**src/rtl/imac_pkg.sv**
```systemverilog
package imac_pkg;

    typedef enum logic [1:0] {
        ACC_ADD  = 2'b00,
        ACC_SUB  = 2'b01,
        ACC_RSUB = 2'b10,
        ACC_ADDC = 2'b11
    } acc_op_e;

    // Decoded multiply variant
    typedef struct packed {
        logic wide;   // 24-bit lanes instead of 16-bit
        logic high;   // return upper product word
        logic sgn;    // sign-extend both sources
        logic sat;    // clamp signed accumulate overflow
    } mul_cfg_t;

    typedef struct packed {
        logic c;
        logic v;
        logic n;
        logic z;
    } flags_t;

endpackage

```
**src/rtl/imac_decode.sv**
```systemverilog
module imac_decode
    import imac_pkg::*;
(
    input  logic [3:0] code,
    output mul_cfg_t   cfg
);

    always_comb begin
        cfg = '0;
        unique case (code)
            4'd0: ;
            4'd1: cfg.sgn = 1'b1;
            4'd2: begin cfg.sgn = 1'b1; cfg.sat = 1'b1; end
            4'd3: cfg.wide = 1'b1;
            4'd4: begin cfg.wide = 1'b1; cfg.sgn = 1'b1; end
            4'd5: begin cfg.wide = 1'b1; cfg.sgn = 1'b1; cfg.sat = 1'b1; end
            4'd6: begin cfg.wide = 1'b1; cfg.high = 1'b1; end
            4'd7: begin cfg.wide = 1'b1; cfg.high = 1'b1; cfg.sgn = 1'b1; end
            4'd8: begin
                cfg.wide = 1'b1; cfg.high = 1'b1; cfg.sgn = 1'b1; cfg.sat = 1'b1;
            end
            default: ;  // unassigned codes fall back to unsigned narrow
        endcase
    end

endmodule

```
**src/rtl/imac_mul_stage.sv**
```systemverilog
module imac_mul_stage
    import imac_pkg::*;
#(
    parameter int DATA_W = 32
) (
    input  logic              clk,
    input  logic              rst_n,
    input  logic              in_valid,
    input  logic [DATA_W-1:0] src_a,
    input  logic [DATA_W-1:0] src_b,
    input  logic [DATA_W-1:0] src_c,
    input  mul_cfg_t          cfg,
    input  acc_op_e           acc_op,
    input  logic              carry_in,
    input  logic              mul_only,
    input  logic              mo_sign_a,
    input  logic              mo_sign_b,
    output logic              s1_valid,
    output logic [DATA_W-1:0] s1_prod,
    output logic [DATA_W-1:0] s1_addend,
    output acc_op_e           s1_op,
    output logic              s1_cin,
    output logic              s1_sat,
    output logic              s1_mul_only
);

    localparam int NARROW_W = DATA_W / 2;
    localparam int WIDE_W   = (DATA_W * 3) / 4;
    localparam int PROD_W   = (DATA_W * 3) / 2;

    function automatic logic [PROD_W-1:0] widen(input logic [DATA_W-1:0] x,
                                                input logic wide, input logic sgn);
        logic [PROD_W-1:0] r;
        if (wide)
            r = {{(PROD_W-WIDE_W){sgn & x[WIDE_W-1]}}, x[WIDE_W-1:0]};
        else
            r = {{(PROD_W-NARROW_W){sgn & x[NARROW_W-1]}}, x[NARROW_W-1:0]};
        return r;
    endfunction

    logic [DATA_W-1:0] raw     [2];
    logic [1:0]        mo_sign;
    logic [1:0]        lane_sgn;
    logic [PROD_W-1:0] ext     [2];
    logic [PROD_W-1:0] full;
    logic [DATA_W-1:0] prod;
    logic              unused_hi;

    assign raw[0]  = src_a;
    assign raw[1]  = src_b;
    assign mo_sign = {mo_sign_b, mo_sign_a};

    // Per-source extension
    for (genvar g = 0; g < 2; g++) begin : g_lane
        assign lane_sgn[g] = (mul_only && !cfg.wide) ? mo_sign[g] : cfg.sgn;
        assign ext[g]      = widen(raw[g], cfg.wide, lane_sgn[g]);
    end

    assign full = ext[0] * ext[1];
    assign prod = cfg.high ? full[PROD_W-1 -: DATA_W] : full[DATA_W-1:0];

    assign unused_hi = ^{src_a[DATA_W-1:WIDE_W], src_b[DATA_W-1:WIDE_W]};

    always_ff @(posedge clk or negedge rst_n) begin
        if (!rst_n) begin
            s1_valid    <= 1'b0;
            s1_prod     <= '0;
            s1_addend   <= '0;
            s1_op       <= ACC_ADD;
            s1_cin      <= 1'b0;
            s1_sat      <= 1'b0;
            s1_mul_only <= 1'b0;
        end else begin
            s1_valid    <= in_valid;
            s1_prod     <= prod;
            s1_addend   <= src_c;
            s1_op       <= acc_op;
            s1_cin      <= carry_in;
            s1_sat      <= cfg.sat & ~mul_only;
            s1_mul_only <= mul_only;
        end
    end

    AST_STAGE_VALID: assert property (@(posedge clk) disable iff (!rst_n)
        in_valid |=> s1_valid);

    AST_NARROW_UNSIGNED_FITS: assert property (@(posedge clk) disable iff (!rst_n)
        (in_valid && !cfg.wide && !lane_sgn[0] && !lane_sgn[1])
            |=> (s1_prod <= {NARROW_W'(0) - NARROW_W'(1), NARROW_W'(1)}));

endmodule

```
**src/rtl/imac_acc_stage.sv**
```systemverilog
module imac_acc_stage
    import imac_pkg::*;
#(
    parameter int DATA_W = 32
) (
    input  logic              clk,
    input  logic              rst_n,
    input  logic              s1_valid,
    input  logic [DATA_W-1:0] s1_prod,
    input  logic [DATA_W-1:0] s1_addend,
    input  acc_op_e           s1_op,
    input  logic              s1_cin,
    input  logic              s1_sat,
    input  logic              s1_mul_only,
    output logic              out_valid,
    output logic [DATA_W-1:0] result,
    output flags_t            flags
);

    localparam int                MSB     = DATA_W - 1;
    localparam logic [DATA_W-1:0] MAX_POS = {1'b0, {(DATA_W-1){1'b1}}};
    localparam logic [DATA_W-1:0] MIN_NEG = {1'b1, {(DATA_W-1){1'b0}}};

    logic [DATA_W-1:0] opa, opb, wrapped, acc_res, nxt_res;
    logic              cin, ovf;
    logic [DATA_W:0]   sum;
    flags_t            nxt_flags;

    always_comb begin
        opa = s1_prod;
        opb = s1_addend;
        cin = 1'b0;
        unique case (s1_op)
            ACC_ADD:  ;
            ACC_SUB:  begin opb = ~s1_addend; cin = 1'b1; end
            ACC_RSUB: begin opa = ~s1_prod;   cin = 1'b1; end
            ACC_ADDC: cin = s1_cin;
        endcase
    end

    assign sum     = {1'b0, opa} + {1'b0, opb} + {{DATA_W{1'b0}}, cin};
    assign wrapped = sum[DATA_W-1:0];
    assign ovf     = (opa[MSB] == opb[MSB]) && (opa[MSB] != wrapped[MSB]);
    assign acc_res = (s1_sat && ovf) ? (wrapped[MSB] ? MAX_POS : MIN_NEG) : wrapped;

    always_comb begin
        if (s1_mul_only) begin
            nxt_res     = s1_prod;
            nxt_flags.c = 1'b0;
            nxt_flags.v = 1'b0;
        end else begin
            nxt_res     = acc_res;
            nxt_flags.c = sum[DATA_W];
            nxt_flags.v = ovf;
        end
        nxt_flags.n = nxt_res[MSB];
        nxt_flags.z = (nxt_res == '0);
    end

    always_ff @(posedge clk or negedge rst_n) begin
        if (!rst_n) begin
            out_valid <= 1'b0;
            result    <= '0;
            flags     <= '0;
        end else begin
            out_valid <= s1_valid;
            result    <= nxt_res;
            flags     <= nxt_flags;
        end
    end

    AST_MULONLY_FLAGS: assert property (@(posedge clk) disable iff (!rst_n)
        (s1_valid && s1_mul_only) |=> (!flags.c && !flags.v));

    AST_MULONLY_PASS: assert property (@(posedge clk) disable iff (!rst_n)
        (s1_valid && s1_mul_only) |=> (result == $past(s1_prod)));

    AST_SAT_CLAMP: assert property (@(posedge clk) disable iff (!rst_n)
        (s1_valid && s1_sat && !s1_mul_only)
            |=> (!flags.v || result == MAX_POS || result == MIN_NEG));

    AST_SIGN_ZERO: assert property (@(posedge clk) disable iff (!rst_n)
        out_valid |-> ((flags.n == result[MSB]) && (flags.z == (result == '0))));

endmodule

```
**src/rtl/imac_unit.sv**
```systemverilog
module imac_unit
    import imac_pkg::*;
#(
    parameter int DATA_W = 32
) (
    input  logic              clk,
    input  logic              rst_n,
    input  logic              in_valid,
    input  logic [DATA_W-1:0] src_a,
    input  logic [DATA_W-1:0] src_b,
    input  logic [DATA_W-1:0] src_c,
    input  logic [3:0]        mul_code,
    input  logic [1:0]        acc_op,
    input  logic              carry_in,
    input  logic              mul_only,
    input  logic              mo_sign_a,
    input  logic              mo_sign_b,
    output logic              out_valid,
    output logic [DATA_W-1:0] result,
    output logic              flag_c,
    output logic              flag_v,
    output logic              flag_n,
    output logic              flag_z
);

    mul_cfg_t          cfg;
    logic              s1_valid, s1_cin, s1_sat, s1_mul_only;
    logic [DATA_W-1:0] s1_prod, s1_addend;
    acc_op_e           s1_op;
    flags_t            flags;

    imac_decode i_decode (
        .code (mul_code),
        .cfg  (cfg)
    );

    imac_mul_stage #(.DATA_W(DATA_W)) i_mul (
        .clk         (clk),
        .rst_n       (rst_n),
        .in_valid    (in_valid),
        .src_a       (src_a),
        .src_b       (src_b),
        .src_c       (src_c),
        .cfg         (cfg),
        .acc_op      (acc_op_e'(acc_op)),
        .carry_in    (carry_in),
        .mul_only    (mul_only),
        .mo_sign_a   (mo_sign_a),
        .mo_sign_b   (mo_sign_b),
        .s1_valid    (s1_valid),
        .s1_prod     (s1_prod),
        .s1_addend   (s1_addend),
        .s1_op       (s1_op),
        .s1_cin      (s1_cin),
        .s1_sat      (s1_sat),
        .s1_mul_only (s1_mul_only)
    );

    imac_acc_stage #(.DATA_W(DATA_W)) i_acc (
        .clk         (clk),
        .rst_n       (rst_n),
        .s1_valid    (s1_valid),
        .s1_prod     (s1_prod),
        .s1_addend   (s1_addend),
        .s1_op       (s1_op),
        .s1_cin      (s1_cin),
        .s1_sat      (s1_sat),
        .s1_mul_only (s1_mul_only),
        .out_valid   (out_valid),
        .result      (result),
        .flags       (flags)
    );

    assign flag_c = flags.c;
    assign flag_v = flags.v;
    assign flag_n = flags.n;
    assign flag_z = flags.z;

    AST_LATENCY: assert property (@(posedge clk) disable iff (!rst_n)
        in_valid |-> ##2 out_valid);

    AST_BUBBLE: assert property (@(posedge clk) disable iff (!rst_n)
        !in_valid |-> ##2 !out_valid);

    AST_RESET_QUIET: assert property (@(posedge clk)
        !rst_n |-> (!out_valid && result == '0 && !flag_c && !flag_v && !flag_n && !flag_z));

endmodule

```
**config.mk**
```make
export PLATFORM = sky130hd
export DESIGN_NAME = imac_unit
export DESIGN_NICKNAME = d
export VERILOG_FILES = /design/src/rtl/imac_pkg.sv /design/src/rtl/imac_decode.sv /design/src/rtl/imac_mul_stage.sv /design/src/rtl/imac_acc_stage.sv /design/src/rtl/imac_unit.sv
export SDC_FILE = /design/constraint.sdc
export NUM_CORES = 2
export LEC_CHECK = 0
export BUFFER_PORTS_ARGS = -buffer_cell sky130_fd_sc_hd__buf_2
export CELL_PAD_IN_SITES_DETAIL_PLACEMENT = 0
export CELL_PAD_IN_SITES_GLOBAL_PLACEMENT = 2
export CORE_AREA = 2 2 319 258
export CTS_BUF_LIST = sky130_fd_sc_hd__clkbuf_16
export DETAILED_ROUTE_END_ITERATION = 10
export DIE_AREA = 0 0 321 260
export PLACE_DENSITY = 0.94
export SYNTH_ARGS = -nofsm -noshare
export SYNTH_HDL_FRONTEND = slang
export SYNTH_SLANG_ARGS = --single-unit
```
**constraint.sdc**
```tcl
create_clock -name clk -period 6.95 [get_ports clk]
set_input_delay 1.39 -clock clk [delete_from_list [all_inputs] [get_ports clk]]
set_output_delay 1.39 -clock clk [all_outputs]
set_load 0.03 [all_outputs]
```
# Yosys cells after proc, flatten, opt, wreduce, memory -nomap -nowiden
# Index checks and enable logic that the tools add are counted.
dict set report word_totals {
  regBits 107
  latchBits 0
  ramBits 0
  romBits 0
  elab_cells 63
  mem_count 0
}
dict set report op_classes {
  n_addsub 2
  n_mul 1
  div 0
  n_lt_le_gt_ge 0
  eq_ne 13
  n_shift 0
  mux 16
  bitwise 8
  n_reduce_logical 10
}
# op count
set op_table {}
lappend op_table {{$mux W32} 6}
lappend op_table {{$mux W48} 2}
lappend op_table {{$not A32 Y32} 2}
lappend op_table {{$mul A48 B48 Y48} 1}
lappend op_table {{$add A32 B32 Y33} 1}
lappend op_table {{$add A33 B1 Y33} 1}
lappend op_table {{$logic_not A32 Y1} 1}
lappend op_table {{$eq A4 B3 Y1 const B} 4}
lappend op_table {{$reduce_or A6 Y1} 2}
lappend op_table {{$eq A4 B2 Y1 const B} 2}
lappend op_table {{$mux W1} 6}
lappend op_table {{$reduce_or A3 Y1} 2}
lappend op_table {{$and A1 B1 Y1} 5}
lappend op_table {{$eq A2 B2 Y1 const B} 2}
lappend op_table {{$eq A4 B1 Y1 const B} 1}
lappend op_table {{$eq A4 B4 Y1 const B} 1}
lappend op_table {{$logic_and A1 B1 Y1} 3}
lappend op_table {{$eq A2 B1 Y1 const B} 1}
lappend op_table {{$mux W2} 1}
lappend op_table {{$pmux W1 S2} 1}
lappend op_table {{$reduce_or A2 Y1} 1}
lappend op_table {{$eq A1 B1 Y1} 1}
lappend op_table {{$logic_not A1 Y1} 1}
lappend op_table {{$ne A1 B1 Y1} 1}
lappend op_table {{$not A1 Y1} 1}

# Depth between registers and ports, before layout
dict set report logic_depth {
  ltp_word 10
  mapped_depth 41
  depth_no_buf 38
}

# Modules after synthesis
# A second synthesis with hierarchy kept.
dict set report unflattened {
  cells_unflattened 3633
  area_unflattened_um2 34077.7
}
# module n_inst cells_per_inst area_each_um2 seq_area_each_um2
set by_module_without_submodules {}
lappend by_module_without_submodules {imac_mul_stage 1 3101 29590.9 1751.7}
lappend by_module_without_submodules {imac_acc_stage 1 518 4404.2 900.9}
lappend by_module_without_submodules {imac_decode 1 14 82.6 0.0}

# Worst setup path before layout
# Ideal clock, no wire load.
dict set report synth_timing {
  path_kind {input to register}
  from {in mul_code[1]}
  to {reg i_mul.s1_prod[31]}
  setup_ns 0.132
  t_arrival_ns 10.364
  t_required_ns 6.818
  slack_ns -3.546
  stages 29
  n_path_buf 4
  cell_sequence {clkbuf_1 > clkbuf_1 > nor3_1 > a21oi_1 > a21oi_1 > a2111oi_0 > clkbuf_1 > clkbuf_1 > nand2_1 > fa_1 > inv_1 > fa_1 > inv_1 > fa_1 > fa_1 > inv_1 > fa_1 > fa_1 > inv_1 > fa_1 > inv_1 > fa_1 > fa_1 > ha_1 > nand3_1 > or3_1 > o311ai_0 > xnor2_1 > o21ai_1}
}
dict set report synth_via {
  elab_chain_cells 10
  elab_cells_between_ends 26
  cone_classes {1 x mul; 8 x eq/ne; 8 x mux; 4 x bitwise; 5 x reduce/logical}
}
# element line_no
set synth_lines {}
lappend synth_lines {{start: declaration} imac_unit.sv:12} ;# input logic [3:0] mul_code,
lappend synth_lines {{$eq A4 B2 Y1 (tied with other cells)} imac_decode.sv:10} ;# unique case (code)
lappend synth_lines {{$reduce_or A6 Y1 (no line)} n/a}
lappend synth_lines {{$mux W1} imac_decode.sv:10}
lappend synth_lines {{$logic_not A1 Y1} imac_mul_stage.sv:55} ;# assign lane_sgn[g] = (mul_only && !cfg.wide) ? mo_sign[g] : cfg.sgn;
lappend synth_lines {{$logic_and A1 B1 Y1} imac_mul_stage.sv:55}
lappend synth_lines {{$mux W1} imac_mul_stage.sv:55}
lappend synth_lines {{$and A1 B1 Y1, on equally long branches} {imac_mul_stage.sv:37, imac_mul_stage.sv:35}}
lappend synth_lines {{$mux W48} imac_mul_stage.sv:34} ;# if (wide)
lappend synth_lines {{$mul A48 B48 Y48} imac_mul_stage.sv:59} ;# assign full = ext[0] * ext[1];
lappend synth_lines {{$mux W32 (*)} imac_mul_stage.sv:60} ;# assign prod = cfg.high ? full[PROD_W-1 -: DATA_W] : full[DATA_W-1:0];
lappend synth_lines {{via i_mul.prod[31]} imac_mul_stage.sv:46} ;# logic [DATA_W-1:0] prod;
lappend synth_lines {{end signal: assignment} imac_mul_stage.sv:75} ;# s1_prod <= prod;
lappend synth_lines {{end: declaration} imac_mul_stage.sv:19} ;# output logic [DATA_W-1:0] s1_prod,
# The timed path passes the listed nets; every way through them passes the cells marked *.

# Worst setup path in the final report
dict set report layout_timing {
  from {in mul_only}
  to {reg i_mul.s1_prod[31]}
}
dict set report layout_via {
  elab_chain_cells 6
  elab_cells_between_ends 11
  cone_classes {1 x mul; 5 x mux; 4 x bitwise; 1 x reduce/logical}
}
# element line_no
set layout_lines {}
lappend layout_lines {{start: declaration} imac_unit.sv:15} ;# input logic mul_only,
lappend layout_lines {{$logic_and A1 B1 Y1 (*)} imac_mul_stage.sv:55}
lappend layout_lines {{$mux W1} imac_mul_stage.sv:55}
lappend layout_lines {{$and A1 B1 Y1, on equally long branches} {imac_mul_stage.sv:37, imac_mul_stage.sv:35}}
lappend layout_lines {{$mux W48} imac_mul_stage.sv:34}
lappend layout_lines {{$mul A48 B48 Y48 (*)} imac_mul_stage.sv:59}
lappend layout_lines {{$mux W32 (*)} imac_mul_stage.sv:60}
lappend layout_lines {{via i_mul.prod[31]} imac_mul_stage.sv:46}
# Marked as above.

==> flow_metrics.py <==
metrics = {
    "worst_setup_path": {
        "crit_type": "in2reg",
        "worstSetupStartpointType": "input port",
        "crit_fanout": 12,
        "ff2ff_setup_slack_ns": 0.92,
        "r2r_end": "i_acc.flags[0]$_DFF_PN0_",
        "required_ns": 7.19,
        "worstSetupEndpointType": "flip-flop",
        "critPathSlowestCell": "fa_1",
        "arrival_ns": 9.60,
        "worstRegToRegCells": 15,
        "critPathMaxStageDelay_ns": 0.65,
        "worstReg2RegStart": "i_mul.s1_op[0]$_DFF_PN0_",
        "path_common_cell": "fa_1",
    },
    "floorplanning": {
        "die_y_um": 260,
        "die_area_mm2": 0.0835,
        "core_area_mm2": 0.0801,
        "row_count": 93,
        "start_util_pct": 41.7,
        "pin_count": 146,
        "die_x_um": 321,
    },
    "finish": {
        "final_net_count": 5146,
        "synthToLayoutAreaGrowth_pct": 19.7,
        "drive_gt1_share_pct": 20.2,
        "antenna_cells": 0,
    },
    "clock_network": {
        "cts_buffers": 9,
        "cts_tree": "done",
        "cts_buffer_depth": 2,
        "cts.sinks": 106,
        "ctsHoldBuffers": 0,
        "insertion_delay_ns": 0.36,
        "cts.clk_slew.worst_paths_ns": 0.07,
        "root_buffer": "clkbuf_16",
        "h-tree-depth": 3,
    },
    "routing": {
        "wirelength_mm": 93.6,
        "via_per_inst": 4.91,
        "num_vias": 24919,
        "drc_errors": 0,
        "drt-wirelength-per-cell_um": 18.5,
        "ant_nets": 0,
        "firstDrtPassIters": 7,
        "drtIter0Drc": 1570,
    },
    "synthesis": {
        "yosys_warnings": 0,
        "synth.largest_area_cell": "fa_1",
        "synth_seq_area_share_pct": 7.95,
        "synth.avg_cell_area_um2": 9.37,
        "synth_seq_cells": 106,
        "synth_top_family_by_area": "adder cells",
        "synth_xor_area_share_pct": 4.41,
        "synth_compound_area_share_pct": 7.36,
        "yosys.cell_types.count": 76,
        "synth_edf_count": 0,
        "synthTopCellsByArea": "fa_1 (47%), inv_1 (10%), ha_1 (8.5%), dfrtp_1 (7.9%), and2_1 (5.4%)",
        "synth_simple_gate_area_share_pct": 12.6,
        "syn-num-nets": 4686,
        "synthMuxAreaShare_pct": 0.120,
        "synth-main-ff-cell": "dfrtp_1",
        "synthAdderAreaFrac_pct": 55.9,
        "async_flop_share_pct": 100,
        "syn-instance-count": 3560,
        "syn_area_mm2": 0.0334,
        "netlist.area_leader.share_pct": 47.3,
    },
    "sta": {
        "period_needed_ns": 9.36,
        "layout_setup_ws_ns": -2.41,
        "setup_violations": 32,
        "fmax_mhz": 107,
        "period_share_pct": 135,
        "final_hold_viol_count": 0,
        "tns_ns": -60.91,
        "finalMaxSlewViolations": 0,
        "max_slew.worst_pin.slew_ns": 1.11,
        "relSlewSlack_pct": 26.2,
        "rsz0062_at_grt": "yes",
        "skew_ns": 0.0116,
    },
    "global_route": {
        "grt_pass1_vias": 26479,
        "grt_pass1_wl_mm": 149,
        "overflow": 0,
        "antenna_found_initial": 0,
        "grt_usage_pct": 23.0,
        "grt_max_degree": 59,
    },
    "status": {
        "status": "complete, but fails checks",
        "violations": "setup timing",
    },
    "worst_hold_path": {
        "hold_path_depth": 0,
        "min_to": "i_acc.out_valid$_DFF_PN0_",
        "hp-class": "reg2reg",
        "min-delay-start": "i_mul.s1_valid$_DFF_PN0_",
    },
    "placement": {
        "hpwl_mm": 83.9,
        "dpl_worst_slack_ns": -3.07,
        "io_buffers": 129,
        "place_congestion": 0.963,
    },
    "job": {
        "maxCapViolations": 0,
    },
}
## cells in the final DEF, fill, tap and decap left out, drive strengths merged, types with 74 or more instances in the layout
master  instances
inv           896
fa            789
buf           589
nand2         376
and2          287
ha            228
a21oi         107
dfrtp         106
nor2           99
xor2           92
xnor2          76
o21ai          74
## state kept, by name, summed over array words and instances, names as in the netlist
| register | cells |
|---|---|
| i_mul.s1_sat | 1 |
| i_mul.s1_cin | 1 |
| i_acc.out_valid | 1 |
| i_mul.s1_valid | 1 |
| i_mul.s1_addend | 32 |
| i_mul.s1_mul_only | 1 |
| i_acc.flags | 4 |
| i_mul.s1_op | 2 |
| i_acc.result | 31 |
| i_mul.s1_prod | 32 |
## area by class of cell
class | instances | area [um^2]
multi-input cells | 2421 | 27900
well taps | 1045 | 1310
clock inverters | 7 | 51.3
flip-flops and latches | 106 | 2650
fillers | 7413 | 40100
repair buffers | 589 | 4460
clock buffers | 9 | 225
inverters | 893 | 3350
## how the worst max path moves through the flow
stage                            from                          end  slack, ns  cells past startpoint
after floorplan           mul_code[2]  i_mul.s1_prod[28]$_DFF_PN0_      -2.50                     36
after global placement    mul_code[2]  i_mul.s1_prod[27]$_DFF_PN0_      -3.04                     34
after detailed placement     mul_only  i_mul.s1_prod[27]$_DFF_PN0_      -3.07                     38
after CTS                    mul_only  i_mul.s1_prod[31]$_DFF_PN0_      -2.52                     36
after global routing      mul_code[2]  i_mul.s1_prod[27]$_DFF_PN0_      -2.74                     34
final                        mul_only  i_mul.s1_prod[31]$_DFF_PN0_      -2.41                     36
## through the flow
| stage | util [%] | instance area, um^2 | instances | hold WS [ns] |
|---|---|---|---|---|
| finish | 49.9 | 40000 | 5070 | 0.372 |
| CTS | 49.5 | 39600 | 5071 | 0.376 |
| global placement | 48.4 | 38800 | 5036 | 0.340 |
| detailed placement | 48.4 | 38800 | 5036 | 0.352 |
| global route | 49.9 | 40000 | 5070 | 0.383 |
| floorplan | - | 34100 | 3560 | 0.331 |
## cells by family (layout without fill, tap and decap cells)
group	count (synthesis)	after routing
buffers and inverters	1033	1498
AO/OA/AOI/OAI	370	370
flip-flops	106	106
adder cells (fa/ha/maj)	1017	1017
XOR/XNOR	168	168
AND/OR/NAND/NOR	862	862
multiplexers	4	4
## layer usage
metal / track usage (%) / wire length [um]
met5: 0 / 0
met4: 2.61 / 1040
met3: 5.40 / 8350
met2: 35.8 / 41000
met1: 33.7 / 43200
## synth_stat cells, types with 13 or more instances
cell      count
a211oi_1     17
a21o_1       43
a21oi_1     106
and2_1      287
clkbuf_1    128
dfrtp_1     106
fa_1        789
ha_1        228
inv_1       892
nand2_1     376
nand3_1      17
nor2_1       99
nor3_1       16
o211ai_1     13
o21a_1       18
o21ai_0      65
xnor2_1      76
xor2_1       92
## worst max-delay path: cells and delay by family
family          cells  cell delay, ns
fa+ha+maj          10            4.88
compound gates     13            2.03
buf+inv            10            0.96
simple gates        2            0.17
xor+xnor            1            0.15
## what timing repair did
| item | in CTS | in global routing |
|---|---|---|
| endpoints found under the setup margin | 32 | 32 |
| gates cloned | 0 | 0 |
| pin swaps | 80 | 77 |
| setup buffers | 21 | 15 |
| resized for setup | 91 | 104 |
Power is not shown: default switching activity piles up to over one toggle a cycle in this logic, so the estimate is an artifact.
